File: src/rtl/lus_pkg.sv
`timescale 1ns/1ps
package lus_pkg;

  localparam int CLS_W   = 3;
  localparam int NUM_SRC = 2;

  typedef enum logic [CLS_W-1:0] {
    CLS_ALU_RR = 3'd0,
    CLS_ALU_RI = 3'd1,
    CLS_LOAD   = 3'd2,
    CLS_STORE  = 3'd3,
    CLS_BR_TWO = 3'd4,
    CLS_NOP    = 3'd5,
    CLS_BR_Z   = 3'd6,
    CLS_RSVD   = 3'd7
  } iclass_e;

  // First source field: read by every class that does real work.
  function automatic logic uses_first_src(iclass_e c);
    return !(c == CLS_NOP || c == CLS_RSVD);
  endfunction

  // Second field is a source only where it is not a destination.
  function automatic logic uses_second_src(iclass_e c);
    unique case (c)
      CLS_ALU_RR, CLS_STORE, CLS_BR_TWO: return 1'b1;
      default:                           return 1'b0;
    endcase
  endfunction

  // Register match that can never trigger on the hardwired zero register.
  function automatic logic reg_collides(logic [7:0] dst, logic [7:0] src);
    return (dst != 8'd0) && (dst == src);
  endfunction

endpackage

File: src/rtl/lus_src_decode.sv
`timescale 1ns/1ps
module lus_src_decode
  import lus_pkg::*;
(
  input  logic               clk,
  input  logic               rst_n,
  input  logic               valid,
  input  iclass_e            cls,
  output logic [NUM_SRC-1:0] need
);

  always_comb begin
    need    = '0;
    need[0] = valid && uses_first_src(cls);
    need[1] = valid && uses_second_src(cls);
  end

  // an empty slot or a no-op class asks for no operand.
  assert_nop_reads_none_R5: assert property (@(posedge clk) disable iff (!rst_n)
    (!valid || cls == CLS_NOP || cls == CLS_RSVD) |-> (need == '0));

  // classes whose second field is a destination never request it.
  assert_rt_dest_not_read_R2: assert property (@(posedge clk) disable iff (!rst_n)
    (cls == CLS_ALU_RI || cls == CLS_LOAD || cls == CLS_BR_Z) |-> !need[1]);

endmodule

File: src/rtl/lus_src_match.sv
`timescale 1ns/1ps
module lus_src_match
  import lus_pkg::*;
#(
  parameter int REG_AW = 5
) (
  input  logic                           clk,
  input  logic                           rst_n,
  input  logic [NUM_SRC-1:0][REG_AW-1:0] src,
  input  logic [NUM_SRC-1:0]             need,
  input  logic                           ex_is_load,
  input  logic [REG_AW-1:0]              ex_dst,
  output logic                           hit_any
);

  localparam int PAD = 8 - REG_AW;

  logic [NUM_SRC-1:0] hit_vec;

  for (genvar g = 0; g < NUM_SRC; g++) begin : g_src
    always_comb begin
      hit_vec[g] = need[g] && ex_is_load &&
                   reg_collides({{PAD{1'b0}}, ex_dst}, {{PAD{1'b0}}, src[g]});
    end
  end

  assign hit_any = |hit_vec;

  // the zero register is never a hazard source.
  assert_zero_dst_quiet_R3: assert property (@(posedge clk) disable iff (!rst_n)
    (ex_dst == '0) |-> !hit_any);

  // only a load in execute can create a hazard here.
  assert_nonload_quiet_R4: assert property (@(posedge clk) disable iff (!rst_n)
    !ex_is_load |-> !hit_any);

endmodule

File: src/rtl/lus_stall_ctrl.sv
`timescale 1ns/1ps
module lus_stall_ctrl (
  input  logic clk,
  input  logic rst_n,
  input  logic hazard,
  output logic pc_hold,
  output logic ifid_hold,
  output logic idex_bubble
);

  logic stall;

  assign stall       = rst_n && hazard;
  assign pc_hold     = stall;
  assign ifid_hold   = stall;
  assign idex_bubble = stall;

  // the bubble clears the load from execute, so stalls never chain.
  assert_single_cycle_stall_R7: assert property (@(posedge clk) disable iff (!rst_n)
    stall |=> !stall);

endmodule

File: src/rtl/lu_stall_unit.sv
`timescale 1ns/1ps
module lu_stall_unit
  import lus_pkg::*;
#(
  parameter int REG_AW = 5
) (
  input  logic              clk,
  input  logic              rst_n,
  input  logic              id_valid,
  input  logic [2:0]        id_cls,
  input  logic [REG_AW-1:0] id_rs,
  input  logic [REG_AW-1:0] id_rt,
  input  logic              ex_is_load,
  input  logic [REG_AW-1:0] ex_dst,
  output logic              pc_hold,
  output logic              ifid_hold,
  output logic              idex_bubble
);

  iclass_e                       cls;
  logic [NUM_SRC-1:0]            need;
  logic [NUM_SRC-1:0][REG_AW-1:0] src;
  logic                          hazard;

  assign cls    = iclass_e'(id_cls);
  assign src[0] = id_rs;
  assign src[1] = id_rt;

  lus_src_decode u_decode (
    .clk   (clk),
    .rst_n (rst_n),
    .valid (id_valid),
    .cls   (cls),
    .need  (need)
  );

  lus_src_match #(.REG_AW(REG_AW)) u_match (
    .clk        (clk),
    .rst_n      (rst_n),
    .src        (src),
    .need       (need),
    .ex_is_load (ex_is_load),
    .ex_dst     (ex_dst),
    .hit_any    (hazard)
  );

  lus_stall_ctrl u_ctrl (
    .clk         (clk),
    .rst_n       (rst_n),
    .hazard      (hazard),
    .pc_hold     (pc_hold),
    .ifid_hold   (ifid_hold),
    .idex_bubble (idex_bubble)
  );

  // a first-source dependence on a load always holds the front end.
  assert_rs_dep_stalls_R1: assert property (@(posedge clk) disable iff (!rst_n)
    (id_valid && uses_first_src(cls) && ex_is_load &&
     ex_dst != '0 && ex_dst == id_rs) |-> (pc_hold && ifid_hold && idex_bubble));

  // an empty decode slot never holds the front end.
  assert_empty_slot_quiet_R5: assert property (@(posedge clk) disable iff (!rst_n)
    !id_valid |-> !pc_hold);

endmodule

File: config.mk
export PLATFORM = sky130hd
export DESIGN_NAME = lu_stall_unit
export DESIGN_NICKNAME = d
export VERILOG_FILES = /design/src/rtl/lus_pkg.sv /design/src/rtl/lus_src_decode.sv /design/src/rtl/lus_src_match.sv /design/src/rtl/lus_stall_ctrl.sv /design/src/rtl/lu_stall_unit.sv
export SDC_FILE = /design/constraint.sdc
export NUM_CORES = 1
export LEC_CHECK = 0
export ABC_AREA = 0
export BUFFER_PORTS_ARGS = -buffer_cell sky130_fd_sc_hd__buf_2
export CORE_AREA = 5 5 42 44
export DETAILED_ROUTE_END_ITERATION = 8
export DIE_AREA = 0 0 47 49
export PLACE_DENSITY = 0.47
export SLEW_MARGIN = 20
export SYNTH_ARGS = -nofsm -noshare
export SYNTH_HDL_FRONTEND = slang
export SYNTH_SLANG_ARGS = --single-unit
File: constraint.sdc
create_clock -name vclk -period 1.9
set_input_delay 0.38 -clock vclk [all_inputs]
set_output_delay 0.38 -clock vclk [all_outputs]
set_load 0.02 [all_outputs]
# Yosys cells after proc, flatten, opt, wreduce, memory -nomap -nowiden
# Index checks and enable logic that the tools add are counted.
[word_totals]
reg_bits = 0
input_bits = 22
out_inout_bits = 3
word_cells = 22
[classes]
n_eq_ne = 6
muxes = 1
reduce_logical = 15
[ops]
columns = ["op", "count"]
rows = [
  ["$eq A5 B5 Y1", 2],
  ["$eq A3 B3 Y1 const B", 3],
  ["$logic_and A1 B1 Y1", 9],
  ["$reduce_bool A5 Y1", 1],
  ["$eq A3 B2 Y1 const B", 1],
  ["$logic_not A3 Y1", 1],
  ["$reduce_or A3 Y1", 1],
  ["$reduce_or A2 Y1", 1],
  ["$logic_not A1 Y1", 1],
  ["$logic_or A1 B1 Y1", 1],
  ["$mux W1", 1],
]

# Longest topological paths before layout
# Gate-level depths: netlist (run 1).
[logic_depth]
ltp_word = 8
mapped_depth = 5
depth_no_buf = 4

# Hierarchy
# Synthesis (run 1) repeated with hierarchy kept, for this count alone.
[unflattened]
cells_unflattened = 24
hier_area_um2 = 176.4
[by_module_without_submodules]
columns = ["module", "n_inst", "cells_per_inst", "area_per_inst_um2", "seq_area_each_um2"]
rows = [
  ["lus_src_match", 1, 17, 127.6, 0.0],
  ["lus_src_decode", 1, 4, 27.5, 0.0],
  ["lus_stall_ctrl", 1, 3, 21.3, 0.0],
]

# Worst setup path before layout (run 1)
# OpenSTA, ideal clock, no wires.
[synth_path]
path_type = "in2out"
startpoint = "input ex_dst[4]"
endpoint = "output ifid_hold"
arrival_time_ps = 1556
required_time_ps = 1520
setup_slack_ps = -36
path_stages = 5
path_buffers = 1
path_cell_list = "xor2_1 > nor4_1 > nand3_1 > a21oi_1 > buf_4"
[synth_between]
elab_chain_len = 5
elab_cells_between_ends = 9
cone_classes = "eq/ne: 2; reduce/logical: 7"
[synth_rtl]
columns = ["element", "line_no", "source"]
rows = [
  ["start, declared", "lu_stall_unit.sv:14", "input logic [REG_AW-1:0] ex_dst,"],
  ["$eq A5 B5 Y1 or $reduce_bool A5 Y1 (tied branches)", "lus_pkg.sv:33", "return (dst != 8'd0) && (dst == src);"],
  ["$logic_and A1 B1 Y1", "lus_pkg.sv:33", ""],
  ["$logic_and A1 B1 Y1", "lus_src_match.sv:22", "hit_vec[g] = need[g] && ex_is_load &&"],
  ["$reduce_or A2 Y1 *", "lus_src_match.sv:27", "assign hit_any = |hit_vec;"],
  ["$logic_and A1 B1 Y1 *", "lus_stall_ctrl.sv:13", "assign stall = rst_n && hazard;"],
  ["end, declared", "lu_stall_unit.sv:16", "output logic ifid_hold,"],
]
# Every way passes the cells marked *; elsewhere a longest branch is shown, timed or not.

# Worst setup path in the final report (run 1)
[layout_path]
startpoint = "input ex_dst[2]"
endpoint = "output ifid_hold"
# The elaborated chain is that of the path after synthesis.

==> results of run 1 <==
-- area by class of cell --
type                       count  share of cell area
tap                           16             0.06926
multi-input combinational     20              0.5152
timing repair buffer          24              0.4156
-- power breakdown --
part           internal [mW]  switching, mW
logic                 0.0294         0.0209
clock network              0              0
registers                  0              0
total                 0.0294         0.0209
-- per-layer routing --
metal	track usage	vias to the layer above
li1	-	120
met1	0.06087	92
met2	0.08597	14
met3	0.003690	0
met4	0	0
met5	0	-
-- critical path, delay by kind of cell --
family                    cells  cell delay (ns)
buffers and inverters         2             0.30
xor gates and xnor gates      1             0.15
AOI/OAI and AO/OA             1             0.17
and+or+nand+nor               2             0.37
-- per-stage QoR --
step | instances | utilization | cell area (sq um)
after floorplan | 22 | - | 163.9
after global placement | 60 | 0.2063 | 289.0
after detailed placement | 60 | 0.2063 | 289.0
after CTS | 60 | 0.2063 | 289.0
after global routing | 60 | 0.2063 | 289.0
final | 60 | 0.2063 | 289.0
-- Yosys cell counts --
cell type / n / area [sq um]
nor4_1: 1 / 6.260
xor2_1: 7 / 61.31
nor3_1: 1 / 5.000
or4_1: 1 / 7.510
buf_4: 2 / 15.01
o21ai_1: 1 / 5.000
xnor2_1: 4 / 35.03
a21oi_1: 2 / 10.01
nand3_1: 3 / 15.01
-- logic make-up after synthesis --
| family | count (synthesis) | share of synthesized area |
|---|---|---|
| XOR/XNOR | 11 | 0.6015 |
| AND/OR/NAND/NOR | 6 | 0.2109 |
| AO/OA/AOI/OAI | 3 | 0.09372 |
| buffers and inverters | 2 | 0.09372 |
-- worst max path at each step --
stage / start / to / depth (start not counted) / slack (ns)
finish: ex_dst[2] / ifid_hold / 6 / 0.13
global route: ex_dst[2] / idex_bubble / 6 / 0.01
CTS: ex_dst[4] / ifid_hold / 6 / 0.08
detailed placement: ex_dst[4] / ifid_hold / 6 / 0.08
global placement: ex_dst[4] / ifid_hold / 6 / 0.07
floorplan: ex_dst[4] / ifid_hold / 5 / 0.12
==> flow_metrics.env, run 1 <==
export IMPL_outcome="complete, no violations"
export IMPL_grt_use_total=0.04702
export IMPL_cp_arrival_ns=1.39
export IMPL_setup_viol=0
export IMPL_seqCellArea_sq_um=0
export IMPL_ios=25
export IMPL_m1WireLength_um=173
export IMPL_nClkBuffers=0
export IMPL_die_width_um=47
export IMPL_worstPathCellList="buf_2, xor2_1, nor4_1, nand3_1, a21oi_2, buf_2"
export IMPL_post_cts_resize_count=0
export IMPL_antenna_found_initial=0
export IMPL_synthCells=22
export IMPL_start_kind="input pin"
export IMPL_fin_nets=68
export IMPL_antenna_left=0
export IMPL_diodes=0
export IMPL_pre_cts_ws_ns=0.07812
export IMPL_grt_pass1_vias=235
export IMPL_max_freq_mhz=564.1
export IMPL_seq_area_frac_synth=0
export IMPL_cap_violations=0
export IMPL_seq_cells=0
export IMPL_nFillCells=170
export IMPL_initial_core_util=0.1143
export IMPL_hold_end="idex_bubble"
export IMPL_area_delta_synth_final_pct=80.47
export IMPL_port_buffers=24
export IMPL_synth_distinct_cells=9
export IMPL_highest_layer="met3"
export IMPL_synth_area_sq_um=160.2
export IMPL_rows=14
export IMPL_total_leakage_power_nw=0.1445
export IMPL_cp_data_required_time_ns=1.52
export IMPL_hp_class="input pin to primary output"
export IMPL_slowest_stage="nor4_1"
export IMPL_vias=226
export IMPL_fp_dieH_um=49
export IMPL_endpoint_kind="primary output"
export IMPL_first_pass_iters=1
export IMPL_ys_warnings_count=0
export IMPL_wl_per_cell_um=8.700
export IMPL_powerDensity_nw_per_um2=174.0
export IMPL_drive_gt1_frac=0.5682
export IMPL_cp_max_fo=3
export IMPL_die_area_sq_um=2303
export IMPL_post_route_period_util=0.9331
export IMPL_rsz0062_at_grt="false"
export IMPL_synth_area_per_cell_sq_um=7.280
export IMPL_slew_viol_final=0
export IMPL_grt_pass1_wl_um=862
export IMPL_place_congestion=0.6392
export IMPL_met2_length_um=248
export IMPL_grt_max_degree=4
export IMPL_tightest_slew_ns=0.2260
export IMPL_dp_hpwl_um=521.4
export IMPL_worstHoldStart="id_cls[2]"
export IMPL_drt_iter0_markers=0
export IMPL_viasPerCell=3.767
export IMPL_slowest_delay_ns=0.25
export IMPL_min_period_ns=1.773
export IMPL_finalWirelength_um=522
export IMPL_mostFrequentLayoutCell="buf_2"
export IMPL_crit_top_cell="buf_2"
export IMPL_grt_overflow=0
export IMPL_route_met3_wl_um=100
export IMPL_ir_drop_mv=0.04582
export IMPL_postCtsHoldBufs=0
export IMPL_syn_nets=44
export IMPL_critPathKind="input pin to primary output"
export IMPL_slew_headroom=0.8479
export IMPL_hold_viol=0
export IMPL_post_cts_setup_buffers=0
export IMPL_p_total_mw=0.05030
export IMPL_holdPathStages=5
export IMPL_multiInputGateArea_sq_um=148.9
export IMPL_coreArea_sq_um=1401
export IMPL_drc=0
export IMPL_whs_ns=1.174
export IMPL_worst_slack_ns=0.1271
export IMPL_most_common_layout_cells="buf_2 (24), xor2_1 (7), xnor2_1 (4)"
export IMPL_tns_ns=0
Power figures use the tool's default switching activity.
==> run 2: changes to the inputs <==
PLACE_DENSITY = 0.49   (was 0.47)
clock period = 1.6 ns   (was 1.9 ns; I/O delays follow)
==> flow_metrics.env, run 2 (same netlist as run 1, synthesis figures left out) <==
export IMPL_dp_cells=63
export IMPL_holdPathStages=5
export IMPL_start_kind="input pin"
export IMPL_cp_data_required_time_ns=1.28
export IMPL_cp_num_buf_inv=2
export IMPL_finalWirelength_um=589
export IMPL_die_width_um=47
export IMPL_postCtsHoldBufs=0
export IMPL_outcome="complete, but fails checks"
export IMPL_violations="negative setup slack"
export IMPL_internal_power_mw=0.04371
export IMPL_seq_cells=0
export IMPL_cp_arrival_ns=1.35
export IMPL_nFillCells=166
export IMPL_placed_cell_area_sq_um=319.1
export IMPL_grt_use_total=0.04491
export IMPL_fp_dieH_um=49
export IMPL_rows=14
export IMPL_p_total_mw=0.07357
export IMPL_seqCellArea_sq_um=0
export IMPL_first_pass_iters=1
export IMPL_slowest_stage="or4_1"
export IMPL_endpoint_kind="primary output"
export IMPL_max_freq_mhz=597.4
export IMPL_post_cts_setup_buffers=0
export IMPL_netSwitchingFraction=0.4059
export IMPL_min_period_ns=1.674
export IMPL_hp_class="input pin to primary output"
export IMPL_clock_power_share=0
export IMPL_diodes=0
export IMPL_grt_pass1_vias=208
export IMPL_grt_max_degree=4
export IMPL_total_leakage_power_nw=0.1648
export IMPL_seqPwrFrac=0
export IMPL_viasPerCell=3.619
export IMPL_drc=0
export IMPL_grt_pass1_wl_um=814
export IMPL_slew_viol_final=0
export IMPL_whs_ns=1.015
export IMPL_setup_viol=3
export IMPL_wl_per_cell_um=9.349
export IMPL_drt_iter0_markers=0
export IMPL_most_common_layout_cells="buf_2 (19), xor2_1 (7), buf_4 (5)"
export IMPL_drive_gt1_frac=0.6383
export IMPL_port_buffers=24
export IMPL_worst_slack_ns=-0.07381
export IMPL_grt_overflow=0
export IMPL_cp_top_family="simple AND/OR/NAND/NOR gates"
export IMPL_fin_nets=71
export IMPL_coreArea_sq_um=1401
export IMPL_rsz0062_at_grt="true"
export IMPL_slew_headroom=0.8619
export IMPL_ir_drop_mv=0.06175
export IMPL_final_cells=63
export IMPL_combPwrFrac=1.000
export IMPL_p_switching_mw=0.02987
export IMPL_cap_violations=0
export IMPL_nClkBuffers=0
export IMPL_slowest_delay_ns=0.54
export IMPL_place_congestion=0.6096
export IMPL_post_route_period_util=1.046
export IMPL_mostFrequentLayoutCell="buf_2"
export IMPL_antenna_found_initial=0
export IMPL_vias=228
export IMPL_die_area_sq_um=2303
export IMPL_critPathKind="input pin to primary output"
export IMPL_hold_viol=0
export IMPL_stdcell_area_sq_um=352.8
export IMPL_utilization=0.2518
export IMPL_worstHoldStart="id_cls[0]"
export IMPL_area_delta_synth_final_pct=120.3
export IMPL_cp_max_fo=3
export IMPL_initial_core_util=0.1143
export IMPL_powerDensity_nw_per_um2=208.5
export IMPL_worstPathCellList="buf_2, or4_1, o21ai_2, a21oi_4, buf_4"
export IMPL_antenna_left=0
export IMPL_hold_end="ifid_hold"
export IMPL_tightest_slew_ns=0.2055
export IMPL_crit_path_start="ex_dst[1]"
export IMPL_ios=25
export IMPL_dp_hpwl_um=551.9
-- run 2: changes by cell type in the layout (fill, tap and decap cells not counted), sizes merged --
cell,previous run,this run
buf,24,27
-- run 2: final cells by class --
cell class | instances | area (sq um) | area share
Multi-Input combinational cell | 20 | 166.4 | 0.4716
Timing Repair Buffer | 27 | 166.4 | 0.4716
Tap cell | 16 | 20.02 | 0.05674
-- run 2: what timing repair did --
action / CTS / global route
setup endpoints to repair: 3 / 3
resized for setup: 6 / 3
pin swaps: 1 / 1
-- run 2: routing by layer --
layer	vias up	global-route usage	share of wire
met5	-	0	0
met4	0	0	0
met3	0	0.01107	0.11
met2	12	0.08145	0.54
met1	91	0.05435	0.35
li1	125	-	-
-- run 2: power by group through the flow --
stage          logic (mW)  registers (mW)  clock network (mW)
3_3_place_gp       0.0668               0                   0
5_1_grt            0.0808               0                   0
4_1_cts            0.0723               0                   0
6_report           0.0736               0                   0
2_1_floorplan      0.0268               0                   0
3_5_place_dp       0.0679               0                   0
-- run 2: how the worst max path moves through the flow --
stage                     cells past startpoint  slack (ns)         to
after floorplan                               4       0.003  ifid_hold
after global placement                        6       -0.13  ifid_hold
after detailed placement                      6       -0.15    pc_hold
after CTS                                     6       -0.14    pc_hold
after global routing                          6       -0.16    pc_hold
final                                         5       -0.07    pc_hold
-- run 2: metrics by stage --
stage	TNS (ns)	setup slack (ns)
finish	-0.1932	-0.07381
global route	-0.4347	-0.1553
CTS	-0.3573	-0.1373
detailed placement	-0.4513	-0.1515
global placement	-0.3785	-0.1263
floorplan	0	0.002597
==> run 3: changes to the inputs <==
PLACE_DENSITY = 0.47   (was 0.49)
clock period = 1.55 ns   (was 1.6 ns; I/O delays follow)
==> flow_metrics.env, run 3 (same netlist as run 1, synthesis figures left out) <==
export IMPL_antenna_left=0
export IMPL_fin_nets=71
export IMPL_endpoint_kind="primary output"
export IMPL_fp_dieH_um=49
export IMPL_seqCellArea_sq_um=0
export IMPL_grt_pass1_wl_um=821
export IMPL_drc=0
export IMPL_vias=242
export IMPL_outcome="complete, but fails checks"
export IMPL_die_area_sq_um=2303
export IMPL_nFillCells=165
export IMPL_area_delta_synth_final_pct=141.4
export IMPL_met3_usage=0.007380
export IMPL_post_route_period_util=1.080
export IMPL_postCtsHoldBufs=0
export IMPL_tightest_slew_ns=0.2435
export IMPL_die_width_um=47
export IMPL_diodes=0
export IMPL_cap_violations=0
export IMPL_critPathKind="input pin to primary output"
export IMPL_grt_use_total=0.04491
export IMPL_port_buffers=24
export IMPL_viasPerCell=3.841
export IMPL_most_common_layout_cells="buf_2 (18), xor2_1 (6), buf_6 (5)"
export IMPL_slew_headroom=0.8377
export IMPL_cp_arrival_ns=1.36
export IMPL_pre_cts_ws_ns=-0.1479
export IMPL_first_pass_iters=1
export IMPL_cp_top_family="simple AND/OR/NAND/NOR gates"
export IMPL_ios=25
export IMPL_utilization=0.2759
export IMPL_slew_viol_final=0
export IMPL_nClkBuffers=0
export IMPL_total_leakage_power_nw=0.1727
export IMPL_hp_class="input pin to primary output"
export IMPL_finalWirelength_um=573
export IMPL_powerDensity_nw_per_um2=215.9
export IMPL_start_kind="input pin"
export IMPL_dp_hpwl_um=528.5
export IMPL_cp_data_required_time_ns=1.24
export IMPL_worstPathCellList="buf_2, or4_4, o21ai_4, a21oi_4, buf_4"
export IMPL_drive_gt1_frac=0.7021
export IMPL_slowest_delay_ns=0.54
export IMPL_min_period_ns=1.674
export IMPL_grt_most_used_layer="met2"
export IMPL_drt_iter0_markers=0
export IMPL_initial_core_util=0.1143
export IMPL_grt_pass1_vias=214
export IMPL_mostFrequentLayoutCell="buf_2"
export IMPL_grtUsageMet2=0.07919
export IMPL_hold_viol=0
export IMPL_coreArea_sq_um=1401
export IMPL_ir_drop_mv=0.06363
export IMPL_grt_overflow=0
export IMPL_grt_max_degree=4
export IMPL_cp_max_fo=3
export IMPL_setup_viol=3
export IMPL_cp_num_buf_inv=2
export IMPL_place_congestion=0.6402
export IMPL_violations="negative setup slack"
export IMPL_rsz0062_at_grt="true"
export IMPL_worst_slack_ns=-0.1244
export IMPL_max_freq_mhz=597.2
export IMPL_seq_cells=0
export IMPL_rows=14
export IMPL_slowest_stage="or4_4"
export IMPL_wl_per_cell_um=9.095
export IMPL_grtUsageMet1=0.05870
export IMPL_antenna_found_initial=0
run 3: cell counts in the layout (fill, tap and decap cells not counted):
No cell type changed its count.
run 3: area by class of cell:
cell class / count / area, sq um / share of cell area
multi-input cells: 20 / 190.2 / 0.4919
repair buffers: 27 / 176.4 / 0.4563
well taps: 16 / 20.02 / 0.05178
run 3: path summary, 6_finish.rpt:
path | from | endpoint | slack (ns) | cells past startpoint
max | ex_dst[1] | ifid_hold | -0.12 | 5
min | id_cls[2] | idex_bubble | 1.01 | 5
run 3: repair_timing:
| item | 4_1_cts | 5_1_grt |
|---|---|---|
| resized for setup | 7 | 7 |
| endpoints found under the setup margin | 3 | 3 |
| pin swaps | 2 | 3 |
| setup buffers | 0 | 0 |
run 3: layer usage:
layer  wire [um]  share of wire
met5           0              0
met1         195           0.34
met2         269           0.47
met4           0              0
met3         108           0.19
run 3: stage by stage:
step / total power [mW] / hold WS [ns] / std cells / TNS, ns / area [sq um]
floorplan: 0.02835 / 0.7950 / 22 / -0.03199 / 182.7
CTS: 0.07429 / 0.9982 / 63 / -0.3745 / 346.6
global route: 0.09198 / 1.044 / 63 / -0.4521 / 386.6
detailed placement: 0.07024 / 1.026 / 63 / -0.4405 / 322.8
global placement: 0.07017 / 1.024 / 63 / -0.4854 / 322.8
finish: 0.08346 / 1.014 / 63 / -0.3196 / 386.6
run 3: report_power, final:
part           switching (mW)  internal (mW)  leakage (nW)
combinational          0.0341         0.0493         0.173
sequential                  0              0             0
clock                       0              0             0
